--- src/rtl/cal_seq_pkg.sv ---
package cal_seq_pkg;

   localparam int unsigned MODE_W = 3;

   localparam logic [MODE_W-1:0] MODE_SYS_OFS = 3'b100;
   localparam logic [MODE_W-1:0] MODE_BG      = 3'b101;
   localparam logic [MODE_W-1:0] MODE_NONE    = 3'b000;

   typedef enum logic [2:0] {
      PH_IDLE    = 3'd0,
      PH_ZS_SYS  = 3'd1,
      PH_ZS_SELF = 3'd2,
      PH_FS_SELF = 3'd3,
      PH_CONV    = 3'd4
   } phase_e;

   typedef enum logic [1:0] {
      LEN_CAL    = 2'd0,
      LEN_SETTLE = 2'd1,
      LEN_ONE    = 2'd2
   } len_sel_e;

endpackage

--- src/rtl/cal_period_timer.sv ---
module cal_period_timer
   import cal_seq_pkg::*;
#(
   parameter int unsigned CAL_PERIODS    = 3,
   parameter int unsigned SETTLE_PERIODS = 3
) (
   input  logic     clk,
   input  logic     rst,
   input  logic     restart,
   input  logic     active,
   input  logic     period_tick,
   input  len_sel_e len_sel,
   output logic     phase_end
);

   localparam int unsigned MAX_P = (CAL_PERIODS > SETTLE_PERIODS) ? CAL_PERIODS : SETTLE_PERIODS;
   localparam int unsigned CNT_W = $clog2(MAX_P + 1);

   localparam logic [CNT_W-1:0] LAST_CAL    = CNT_W'(CAL_PERIODS - 1);
   localparam logic [CNT_W-1:0] LAST_SETTLE = CNT_W'(SETTLE_PERIODS - 1);

   logic [CNT_W-1:0] cnt;
   logic [CNT_W-1:0] last_val;
   logic             at_last;

   always_comb begin
      unique case (len_sel)
         LEN_CAL:    last_val = LAST_CAL;
         LEN_SETTLE: last_val = LAST_SETTLE;
         default:    last_val = '0;
      endcase
   end

   assign at_last   = (cnt == last_val);
   assign phase_end = active && period_tick && !restart && at_last;

   always_ff @(posedge clk) begin
      if (rst || restart) begin
         cnt <= '0;
      end else if (active && period_tick) begin
         cnt <= at_last ? '0 : cnt + 1'b1;
      end
   end

endmodule

--- src/rtl/cal_seq_fsm.sv ---
module cal_seq_fsm
   import cal_seq_pkg::*;
(
   input  logic              clk,
   input  logic              rst,
   input  logic              mode_wr,
   input  logic [MODE_W-1:0] mode_wdata,
   input  logic              phase_end,
   output logic [MODE_W-1:0] mode_q,
   output phase_e            phase,
   output len_sel_e          len_sel,
   output logic              active,
   output logic              data_end,
   output logic              ld_offset,
   output logic              ld_gain,
   output logic              ld_data
);

   logic settled;

   assign active   = (phase != PH_IDLE);
   assign data_end = phase_end && (phase == PH_CONV);

   always_comb begin
      if (phase == PH_CONV) begin
         len_sel = settled ? LEN_ONE : LEN_SETTLE;
      end else begin
         len_sel = LEN_CAL;
      end
   end

   always_ff @(posedge clk) begin
      if (rst) begin
         mode_q    <= MODE_NONE;
         phase     <= PH_IDLE;
         settled   <= 1'b0;
         ld_offset <= 1'b0;
         ld_gain   <= 1'b0;
         ld_data   <= 1'b0;
      end else begin
         ld_offset <= 1'b0;
         ld_gain   <= 1'b0;
         ld_data   <= 1'b0;
         if (mode_wr) begin
            mode_q  <= mode_wdata;
            settled <= 1'b0;
            phase   <= (mode_wdata == MODE_SYS_OFS) ? PH_ZS_SYS : PH_CONV;
         end else if (phase_end) begin
            unique case (phase)
               PH_ZS_SYS: begin
                  ld_offset <= 1'b1;
                  phase     <= PH_FS_SELF;
               end
               PH_FS_SELF: begin
                  ld_gain <= 1'b1;
                  mode_q  <= MODE_NONE;
                  settled <= 1'b0;
                  phase   <= PH_CONV;
               end
               PH_CONV: begin
                  ld_data <= 1'b1;
                  if (mode_q == MODE_BG) begin
                     phase <= PH_ZS_SELF;
                  end else begin
                     settled <= 1'b1;
                  end
               end
               PH_ZS_SELF: begin
                  ld_offset <= 1'b1;
                  settled   <= 1'b0;
                  phase     <= PH_CONV;
               end
               default: phase <= PH_IDLE;
            endcase
         end
      end
   end

endmodule

--- src/rtl/cal_drdy_ctl.sv ---
module cal_drdy_ctl #(
   parameter bit WAIT_MOD = 1'b1
) (
   input  logic clk,
   input  logic rst,
   input  logic mode_wr,
   input  logic data_end,
   input  logic mod_tick,
   output logic drdy_n
);

   generate
      if (WAIT_MOD) begin : g_wait_mod
         logic rise_pend;
         always_ff @(posedge clk) begin
            if (rst) begin
               drdy_n    <= 1'b1;
               rise_pend <= 1'b0;
            end else if (mode_wr) begin
               rise_pend <= 1'b1;
            end else if (data_end) begin
               drdy_n    <= 1'b0;
               rise_pend <= 1'b0;
            end else if (mod_tick && rise_pend) begin
               drdy_n    <= 1'b1;
               rise_pend <= 1'b0;
            end
         end
      end else begin : g_immediate
         always_ff @(posedge clk) begin
            if (rst || mode_wr) begin
               drdy_n <= 1'b1;
            end else if (data_end) begin
               drdy_n <= 1'b0;
            end
         end
      end
   endgenerate

endmodule

--- src/rtl/cal_seq_ctrl.sv ---
module cal_seq_ctrl
   import cal_seq_pkg::*;
#(
   parameter int unsigned CAL_PERIODS    = 3,
   parameter int unsigned SETTLE_PERIODS = 3,
   parameter bit          DRDY_WAIT_MOD  = 1'b1
) (
   input  logic       clk,
   input  logic       rst,
   input  logic       mode_wr,
   input  logic [2:0] mode_wdata,
   input  logic       period_tick,
   input  logic       mod_tick,
   output logic [2:0] mode_q,
   output logic [2:0] phase_sel,
   output logic       ld_offset,
   output logic       ld_gain,
   output logic       ld_data,
   output logic       drdy_n
);

   generate
      if (CAL_PERIODS < 1) begin : g_bad_cal
         $error("CAL_PERIODS must be at least 1");
      end
      if (SETTLE_PERIODS < 1) begin : g_bad_settle
         $error("SETTLE_PERIODS must be at least 1");
      end
   endgenerate

   phase_e   phase;
   len_sel_e len_sel;
   logic     active;
   logic     phase_end;
   logic     data_end;

   cal_period_timer #(
      .CAL_PERIODS    (CAL_PERIODS),
      .SETTLE_PERIODS (SETTLE_PERIODS)
   ) u_timer (
      .clk         (clk),
      .rst         (rst),
      .restart     (mode_wr),
      .active      (active),
      .period_tick (period_tick),
      .len_sel     (len_sel),
      .phase_end   (phase_end)
   );

   cal_seq_fsm u_fsm (
      .clk        (clk),
      .rst        (rst),
      .mode_wr    (mode_wr),
      .mode_wdata (mode_wdata),
      .phase_end  (phase_end),
      .mode_q     (mode_q),
      .phase      (phase),
      .len_sel    (len_sel),
      .active     (active),
      .data_end   (data_end),
      .ld_offset  (ld_offset),
      .ld_gain    (ld_gain),
      .ld_data    (ld_data)
   );

   cal_drdy_ctl #(
      .WAIT_MOD (DRDY_WAIT_MOD)
   ) u_drdy (
      .clk      (clk),
      .rst      (rst),
      .mode_wr  (mode_wr),
      .data_end (data_end),
      .mod_tick (mod_tick),
      .drdy_n   (drdy_n)
   );

   assign phase_sel = phase;

endmodule

--- config.mk ---
export PLATFORM = sky130hd
export DESIGN_NAME = cal_seq_ctrl
export DESIGN_NICKNAME = d
export VERILOG_FILES = /design/src/rtl/cal_seq_pkg.sv /design/src/rtl/cal_period_timer.sv /design/src/rtl/cal_seq_fsm.sv /design/src/rtl/cal_drdy_ctl.sv /design/src/rtl/cal_seq_ctrl.sv
export SDC_FILE = /design/constraint.sdc
export NUM_CORES = 1
export LEC_CHECK = 0
export ABC_AREA = 1
export BUFFER_PORTS_ARGS = -buffer_cell sky130_fd_sc_hd__buf_2
export CAP_MARGIN = 20
export CORE_UTILIZATION = 49
export CTS_BUF_LIST = sky130_fd_sc_hd__clkbuf_2
export CTS_CLUSTER_DIAMETER = 100
export DETAILED_ROUTE_END_ITERATION = 8
export HOLD_SLACK_MARGIN = 0.1
export PLACE_DENSITY = 0.78
export SLEW_MARGIN = 0
export SYNTH_ARGS = -nofsm -noshare
export SYNTH_HDL_FRONTEND = slang
export SYNTH_SLANG_ARGS = --single-unit
export TNS_END_PERCENT = 30
--- constraint.sdc ---
create_clock -name clk -period 1.13 [get_ports clk]
set_input_delay 0.0565 -clock clk [delete_from_list [all_inputs] [get_ports clk]]
set_output_delay 0.0565 -clock clk [all_outputs]
set_load 0.05 [all_outputs]
==> out/results.ini, run 1 <==
[clock_tree]
clk_pin_slew_ns = 0.15
cts_buffers = 3
clk_latency_ns = 0.29
cts-htree-levels = 1
clkSinkCount = 14
cts_root_buf = clkbuf_2
max-clock-path-buffers = 2
cts_tree = done

[setup_path]
crit_chain = nor2_4 > nand3_2 > nand2_2 > nand2_4 > nand3_4 > nand2_4 > nor2_1 > nor2_2
critPathKind = flip-flop to flip-flop
setup.worst_path.start_class = flip-flop
critPathMaxFanout = 8
cp_slowest_cell = dfxtp_4
arrival_ns = 1.44
end_kind = flip-flop
rr_startpoint = u_fsm.phase[0]
crit_top_cell = nand2_4
cpPeakStageDelay_ns = 0.37
required_ns = 1.32
startpoint = u_fsm.phase[0]

[yosys]
synthArstFlopShare_pct = 0
synth.most_common_cell = dfxtp_1
syn_area_um2 = 762
synth_top_area_share_pct = 36.8
ys_top_cells_by_area = dfxtp_1 (37%), nand3_1 (7.2%), nand2_1 (6.4%), a21oi_1 (5.9%), inv_1 (4.9%)
synth.distinct_cells = 25
synthCells = 96
ys_warn_count = 0
synth_common_cells = dfxtp_1 (14), nand2_1 (13), nand3_1 (11)
syn_area_per_cell_um2 = 7.94
synth_ff_type = dfxtp_1
synth_edf_count = 0
yosysTopAreaCell = dfxtp_1
ys_seq_area_share_pct = 36.8
ys_ff_latch = 14
synth_nets = 104

[placed_design]
port_buffers = 17
dpl.cell_count = 136
dpl.hpwl_um = 1240
gp_congestion = 0.805

[power]
p_leak_nw = 0.475
pwr_density_cell_nw_per_um2 = 916
intPower_mw = 0.680
vdd_ir_drop_max_v = 0.000626
p_clk_share_pct = 24.6
p_sw_mw = 0.325
p_sw_share_pct = 32.3
power_frac_comb_pct = 23.2
seqPwrFrac_pct = 52.2

[detailed_routing]
drc = 0
vias = 810
drtIter0Drc = 18
drt-wirelength-per-cell_um = 12.1
wl_um = 1820
routed_via_density = 5.40
detail_route.first_pass.iterations = 4
ant_nets = 0

[timing]
slew_headroom_pct = 83.0
finClkSkew_ns = 0.0124
rsz0062_at_grt = yes
period_minus_slack_ns = 1.25
final_hold_viol_count = 0
worst_slack_ns = -0.118
timing.final.max_slew_violations = 0
setup_viol = 12
finalCritPeriodShare_pct = 110
worst_pin_slew_ns = 0.252
fmax_ghz = 0.801

[floorplanning]
fp.dieW_um = 41.4
fp-row-count = 13
start_util_pct = 55.8
fp.dieArea_um2 = 1720
core_area_um2 = 1370
pin_count = 18
chipHeight_um = 41.4

[finish]
finalCoreUtilization_pct = 80.3
layout-drive-gt1-share_pct = 45.2
antennaDiodeCount = 0
fin_nets = 144
area_growth_pct = 44.0
final_cells = 150
nFillCells = 86

[global_route]
antenna_found_initial = 0
grt_overflow = 0
grt_pass1_wl_um = 2820
grt_max_degree = 9
grt_pass1_vias = 710
grt_use_total_pct = 21.0

[run_status]
violations = setup timing
status = finished, violations left

[job]
drv_cap = 0

[min_path]
min-delay-start = mode_wr
hp-class = input port to flip-flop

## worst max-delay path, delay by kind of cell (launching register included)
| family | cells | cell delay [ns] |
|---|---|---|
| DFF | 1 | 0.37 |
| and+or+nand+nor | 8 | 0.79 |
## cell usage in the layout, fill, tap and decap left out, types with 2 or more instances in the layout
master         netlist  layout
buf_2                0      14
nand2_1             13      12
nand3_1             11      10
inv_1               10      10
dlygate4sd3_1        0      10
buf_4                0      10
dfxtp_1             14       8
nand2_2              5       6
nor2_1               7       6
a21oi_1              9       6
dfxtp_2              0       4
nand3_2              2       3
nand2_4              3       3
nand4_1              3       3
a21oi_2              0       3
nor2_2               2       3
nor3_1               3       3
clkbuf_2             0       3
inv_4                1       2
clkinv_1             1       2
buf_6                2       2
dfxtp_4              0       2
## final timing paths
| path | cells past startpoint | slack, ns | endpoint |
|---|---|---|---|
| worst max-delay path | 8 | -0.12 | u_fsm.phase[0] |
| worst min register to register | 2 | 0.48 | u_drdy.drdy_n |
| worst min-delay path | 4 | 0.13 | u_fsm.mode_q[0] |
| worst max register to register | 8 | -0.12 | u_fsm.phase[0] |
## per-layer routing
layer | part of all wire (%) | GRT usage [%] | wire length, um
met1 | 42 | 23.6 | 761
met2 | 49 | 36.9 | 893
met3 | 5.2 | 5.22 | 95
met4 | 3.7 | 9.68 | 68
met5 | 0 | 0 | 0
## cells by family (layout without fill, tap and decap cells)
logic type      Yosys count  after routing  share of synthesized area (%)
simple gates             55             55                           45.0
buf+inv                  15             54                           9.69
flops                    14             14                           36.8
compound gates           12             12                           8.54
## stage by stage
stage	TNS [ns]	worst slack (ns)	power (mW)	hold slack, ns	area, um2
after floorplan	-1.05	-0.164	0.672	0.118	777
after global placement	-0.107	-0.0401	0.721	0.287	933
after detailed placement	-0.315	-0.0914	0.725	0.289	933
after CTS	-0.483	-0.0921	1.00	0.104	1060
after global routing	-1.89	-0.220	1.06	0.126	1100
final	-0.746	-0.118	1.01	0.130	1100
## power groups by stage
stage	Combinational, mW	Clock, mW	Sequential, mW
after CTS	0.219	0.257	0.525
after global placement	0.188	0	0.534
after global routing	0.250	0.281	0.526
after floorplan	0.105	0	0.567
after detailed placement	0.191	0	0.535
final	0.234	0.247	0.525
## flip-flops by register name (all words and copies together) (netlist names)
register	count
u_fsm.mode_q	3
u_fsm.settled	1
u_fsm.ld_data	1
u_fsm.ld_offset	1
u_drdy.drdy_n	1
u_drdy.g_wait_mod.rise_pend	1
u_fsm.ld_gain	1
u_fsm.phase	3
u_timer.cnt	2
## repair_timing
item	CTS	global route
setup endpoints to repair	12	17
endpoints found under the hold margin	7	1
hold buffers	9	1
gates resized for setup	5	7
buffers inserted	0	0
pin swaps	2	4
## layout make-up
type | count | area [um2] | area share, %
flip-flops and latches | 14 | 293 | 26.7
clock buffers | 3 | 15.0 | 1.37
clock inverters | 1 | 3.75 | 0.342
well taps | 15 | 18.8 | 1.71
multi-input cells | 67 | 438 | 39.9
inverters | 13 | 53.8 | 4.90
repair buffers | 37 | 275 | 25.1
(Power assumes the default switching activity.)
==> run 2, diff against run 1 <==
Settings changed: ABC_AREA 1 to not set, CORE_UTILIZATION 49 to 47, PLACE_DENSITY 0.78 to 0.77.
==> out/results.ini, run 2 <==
[finish]
reg.largest.list = u_fsm.mode_q x3, u_fsm.phase x3, u_timer.cnt x2
layout-drive-gt1-share_pct = 54.8  ; +9.6 points
final_area_um2 = 1090  ; -0.91%
multi_input_area_um2 = 420  ; -4.0%
antennaDiodeCount = 0  ; unchanged
layout_common_cells = buf_4 (15), buf_2 (14), dlygate4sd3_1 (8), dfxtp_1 (8)
seq_area_um2 = 295  ; +0.85%
nFillCells = 64  ; -26%
area_growth_pct = 66.2
mostFrequentLayoutCell = buf_4
fin_nets = 124  ; -14%

[yosys]
synthCells = 73  ; -24%
syn_area_per_cell_um2 = 8.96  ; +13%
synth_top_area_share_pct = 42.8  ; +6.0 points
synth_ff_type = dfxtp_1
ys_seq_area_share_pct = 42.8  ; +6.0 points
syn_area_um2 = 654  ; -14%
synth_nets = 81  ; -22%
synth.most_common_cell = dfxtp_1
ys_warn_count = 0  ; unchanged
synth_edf_count = 0  ; unchanged
ys_top_cells_by_area = dfxtp_1 (43%), a21oi_1 (5.4%), xnor2_1 (4.0%), and4bb_2 (3.8%), a211oi_1 (3.4%)
synth.distinct_cells = 28  ; +12%
ys_ff_latch = 14  ; unchanged
synth_common_cells = dfxtp_1 (14), a21oi_1 (7), nand2_1 (6)
yosysTopAreaCell = dfxtp_1
synthArstFlopShare_pct = 0  ; unchanged

[setup_path]
cp_slowest_cell = dfxtp_2
path_delay_family = simple AND/OR/NAND/NOR gates
rr_startpoint = u_timer.cnt[0]
setup.worst_path.start_class = flip-flop
required_ns = 1.37  ; +0.05 ns
critPathMaxFanout = 5  ; -3
cpPeakStageDelay_ns = 0.37  ; about the same
reg2reg_depth = 5  ; -3
critPathKind = flip-flop to flip-flop
arrival_ns = 1.71  ; +0.27 ns
cp_num_buf_inv = 1  ; +1
end_kind = flip-flop
crit_chain = and4bb_2 > buf_4 > a211oi_1 > or3_1 > a21oi_1
r2r_end = u_fsm.phase[2]
r2r_slack_ns = -0.34  ; -0.22 ns

[timing]
final_hold_viol_count = 0  ; unchanged
whs_ns = 0.118  ; -0.0120 ns
fmax_ghz = 0.682  ; -15%
finalCritPeriodShare_pct = 130  ; +19 points
worst_slack_ns = -0.336  ; -0.218 ns
timing.final.max_slew_violations = 0  ; unchanged
setup_viol = 16  ; +4
period_minus_slack_ns = 1.47  ; +0.218 ns
slew_headroom_pct = 70.6  ; -12 points
rsz0062_at_grt = yes
finClkSkew_ns = 0.0212  ; +0.00881 ns
worst_pin_slew_ns = 0.438  ; +0.186 ns

[detailed_routing]
drtIter0Drc = 31  ; +13
drt-wirelength-per-cell_um = 21.2  ; +75%
ant_nets = 0  ; unchanged
detail_route.first_pass.iterations = 4  ; unchanged
vias = 833  ; +2.8%
drc = 0  ; unchanged
routed_via_density = 6.41  ; +19%
wl_um = 2760  ; +52%

[power]
vdd_ir_drop_max_v = 0.000725  ; +16%
p_leak_nw = 0.454  ; -4.5%
pwr_density_cell_nw_per_um2 = 925  ; +0.92%

[global_route]
grt_pass1_vias = 792  ; +12%
grt_max_degree = 9  ; unchanged
antenna_found_initial = 0  ; unchanged
grt_use_total_pct = 36.9  ; +16 points
grt_pass1_wl_um = 3710  ; +32%
grt_overflow = 0  ; unchanged

[clock_tree]
cts_tree = done
max-clock-path-buffers = 2  ; unchanged
clkSinkCount = 14  ; unchanged
clk_latency_ns = 0.30  ; about the same
cts_root_buf = clkbuf_2
clk_pin_slew_ns = 0.16  ; about the same
cts-htree-levels = 1  ; unchanged
cts_buffers = 3  ; unchanged

[placed_design]
placed_area_um2 = 868  ; -7.0%
dpl.hpwl_um = 1270  ; +2.5%
gp_congestion = 0.826  ; +2.6%
port_buffers = 17  ; unchanged

[min_path]
worstHoldEndpoint = u_fsm.phase[1]
hold_path_depth = 3  ; -1
min-delay-start = rst
hp-class = input port to flip-flop

[run_status]
violations = setup timing
status = finished, violations left

[floorplanning]
core_area_um2 = 1300  ; -4.8%
start_util_pct = 50.3  ; -5.5 points
pin_count = 18  ; unchanged
fp.dieW_um = 39.3  ; -5.1%
fp-row-count = 13  ; unchanged
fp.dieArea_um2 = 1550  ; -10%
chipHeight_um = 39.3  ; -5.1%

[job]
drv_cap = 0  ; unchanged

-- run 2: cell count changes after synthesis, moves of 3 or more --
cell,before,now
a31oi_1,0,3
nand4_1,3,0
or3_1,0,3
xnor2_1,0,3
inv_1,10,3
nor2_1,7,3
nand2_1,13,6
nand3_1,11,1
nand2_4,3,0
nand2_2,5,0
-- run 2: cells by family (layout without fill, tap and decap cells) --
| group | count (synthesis) | count (layout) | synth area share (%) |
|---|---|---|---|
| XOR/XNOR | 4 | 4 | 5.35 |
| multiplexers | 1 | 1 | 1.53 |
| buffers and inverters | 8 | 50 | 7.07 |
| AND/OR/NAND/NOR | 27 | 27 | 24.9 |
| AO/OA/AOI/OAI | 19 | 19 | 18.4 |
| flip-flops | 14 | 14 | 42.8 |
-- run 2: worst max path at each step --
stage                              start        endpoint  slack, ns  depth (start not counted)
final                     u_timer.cnt[0]  u_fsm.phase[2]      -0.34                          5
after global routing      u_fsm.phase[1]   u_fsm.settled      -0.37                          4
after CTS                 u_fsm.phase[1]  u_fsm.phase[1]      -0.28                          4
after detailed placement  u_fsm.phase[1]  u_fsm.phase[1]      -0.34                          4
after global placement    u_fsm.phase[1]  u_fsm.phase[1]      -0.32                          4
after floorplan           u_fsm.phase[1]  u_fsm.phase[1]      -0.56                          5
-- run 2: per-stage QoR --
stage          utilization (%)  setup TNS [ns]  instances  power (mW)  setup slack (ns)
2_1_floorplan                -           -3.61         73       0.624            -0.556
3_3_place_gp              66.7           -2.46        117       0.677            -0.317
3_5_place_dp              66.7           -2.96        117       0.682            -0.336
4_1_cts                   77.1           -3.02        129       0.945            -0.284
5_1_grt                   83.6           -3.70        130        1.04            -0.371
6_report                  83.6           -3.15        130        1.01            -0.336
-- run 2: power breakdown --
group	internal, mW	total, mW	switching (mW)
logic	0.102	0.230	0.129
clock network	0.0768	0.258	0.181
registers	0.503	0.517	0.0137
-- run 2: final cells by class --
cell class / instances / share of cell area (%)
clock buffer: 3 / 1.38
clock inverter: 1 / 0.345
inverter: 3 / 1.04
multi-input combinational: 51 / 38.7
sequential: 14 / 27.2
tap: 15 / 1.73
timing repair buffer: 43 / 29.7
-- run 2: per-layer routing --
| metal | global-route usage, % | part of all wire [%] |
|---|---|---|
| met1 | 39.9 | 37 |
| met2 | 64.2 | 47 |
| met3 | 9.09 | 9.6 |
| met4 | 21.6 | 7.1 |
| met5 | 0 | 0 |
-- run 2: worst reg2reg max path: stages, from the launching register on --
cell and delay, ns:
dfxtp_2 0.37, and4bb_2 0.32, buf_4 0.15, a211oi_1 0.09
or3_1 0.35, a21oi_1 0.14
-- run 2: timing repair --
action | in CTS | in global routing
hold buffers | 8 | 0
endpoints found under the setup margin | 14 | 17
hold endpoints to repair | 6 | 0
pin swaps | 5 | 10
setup buffers | 0 | 1
gates resized for setup | 6 | 21
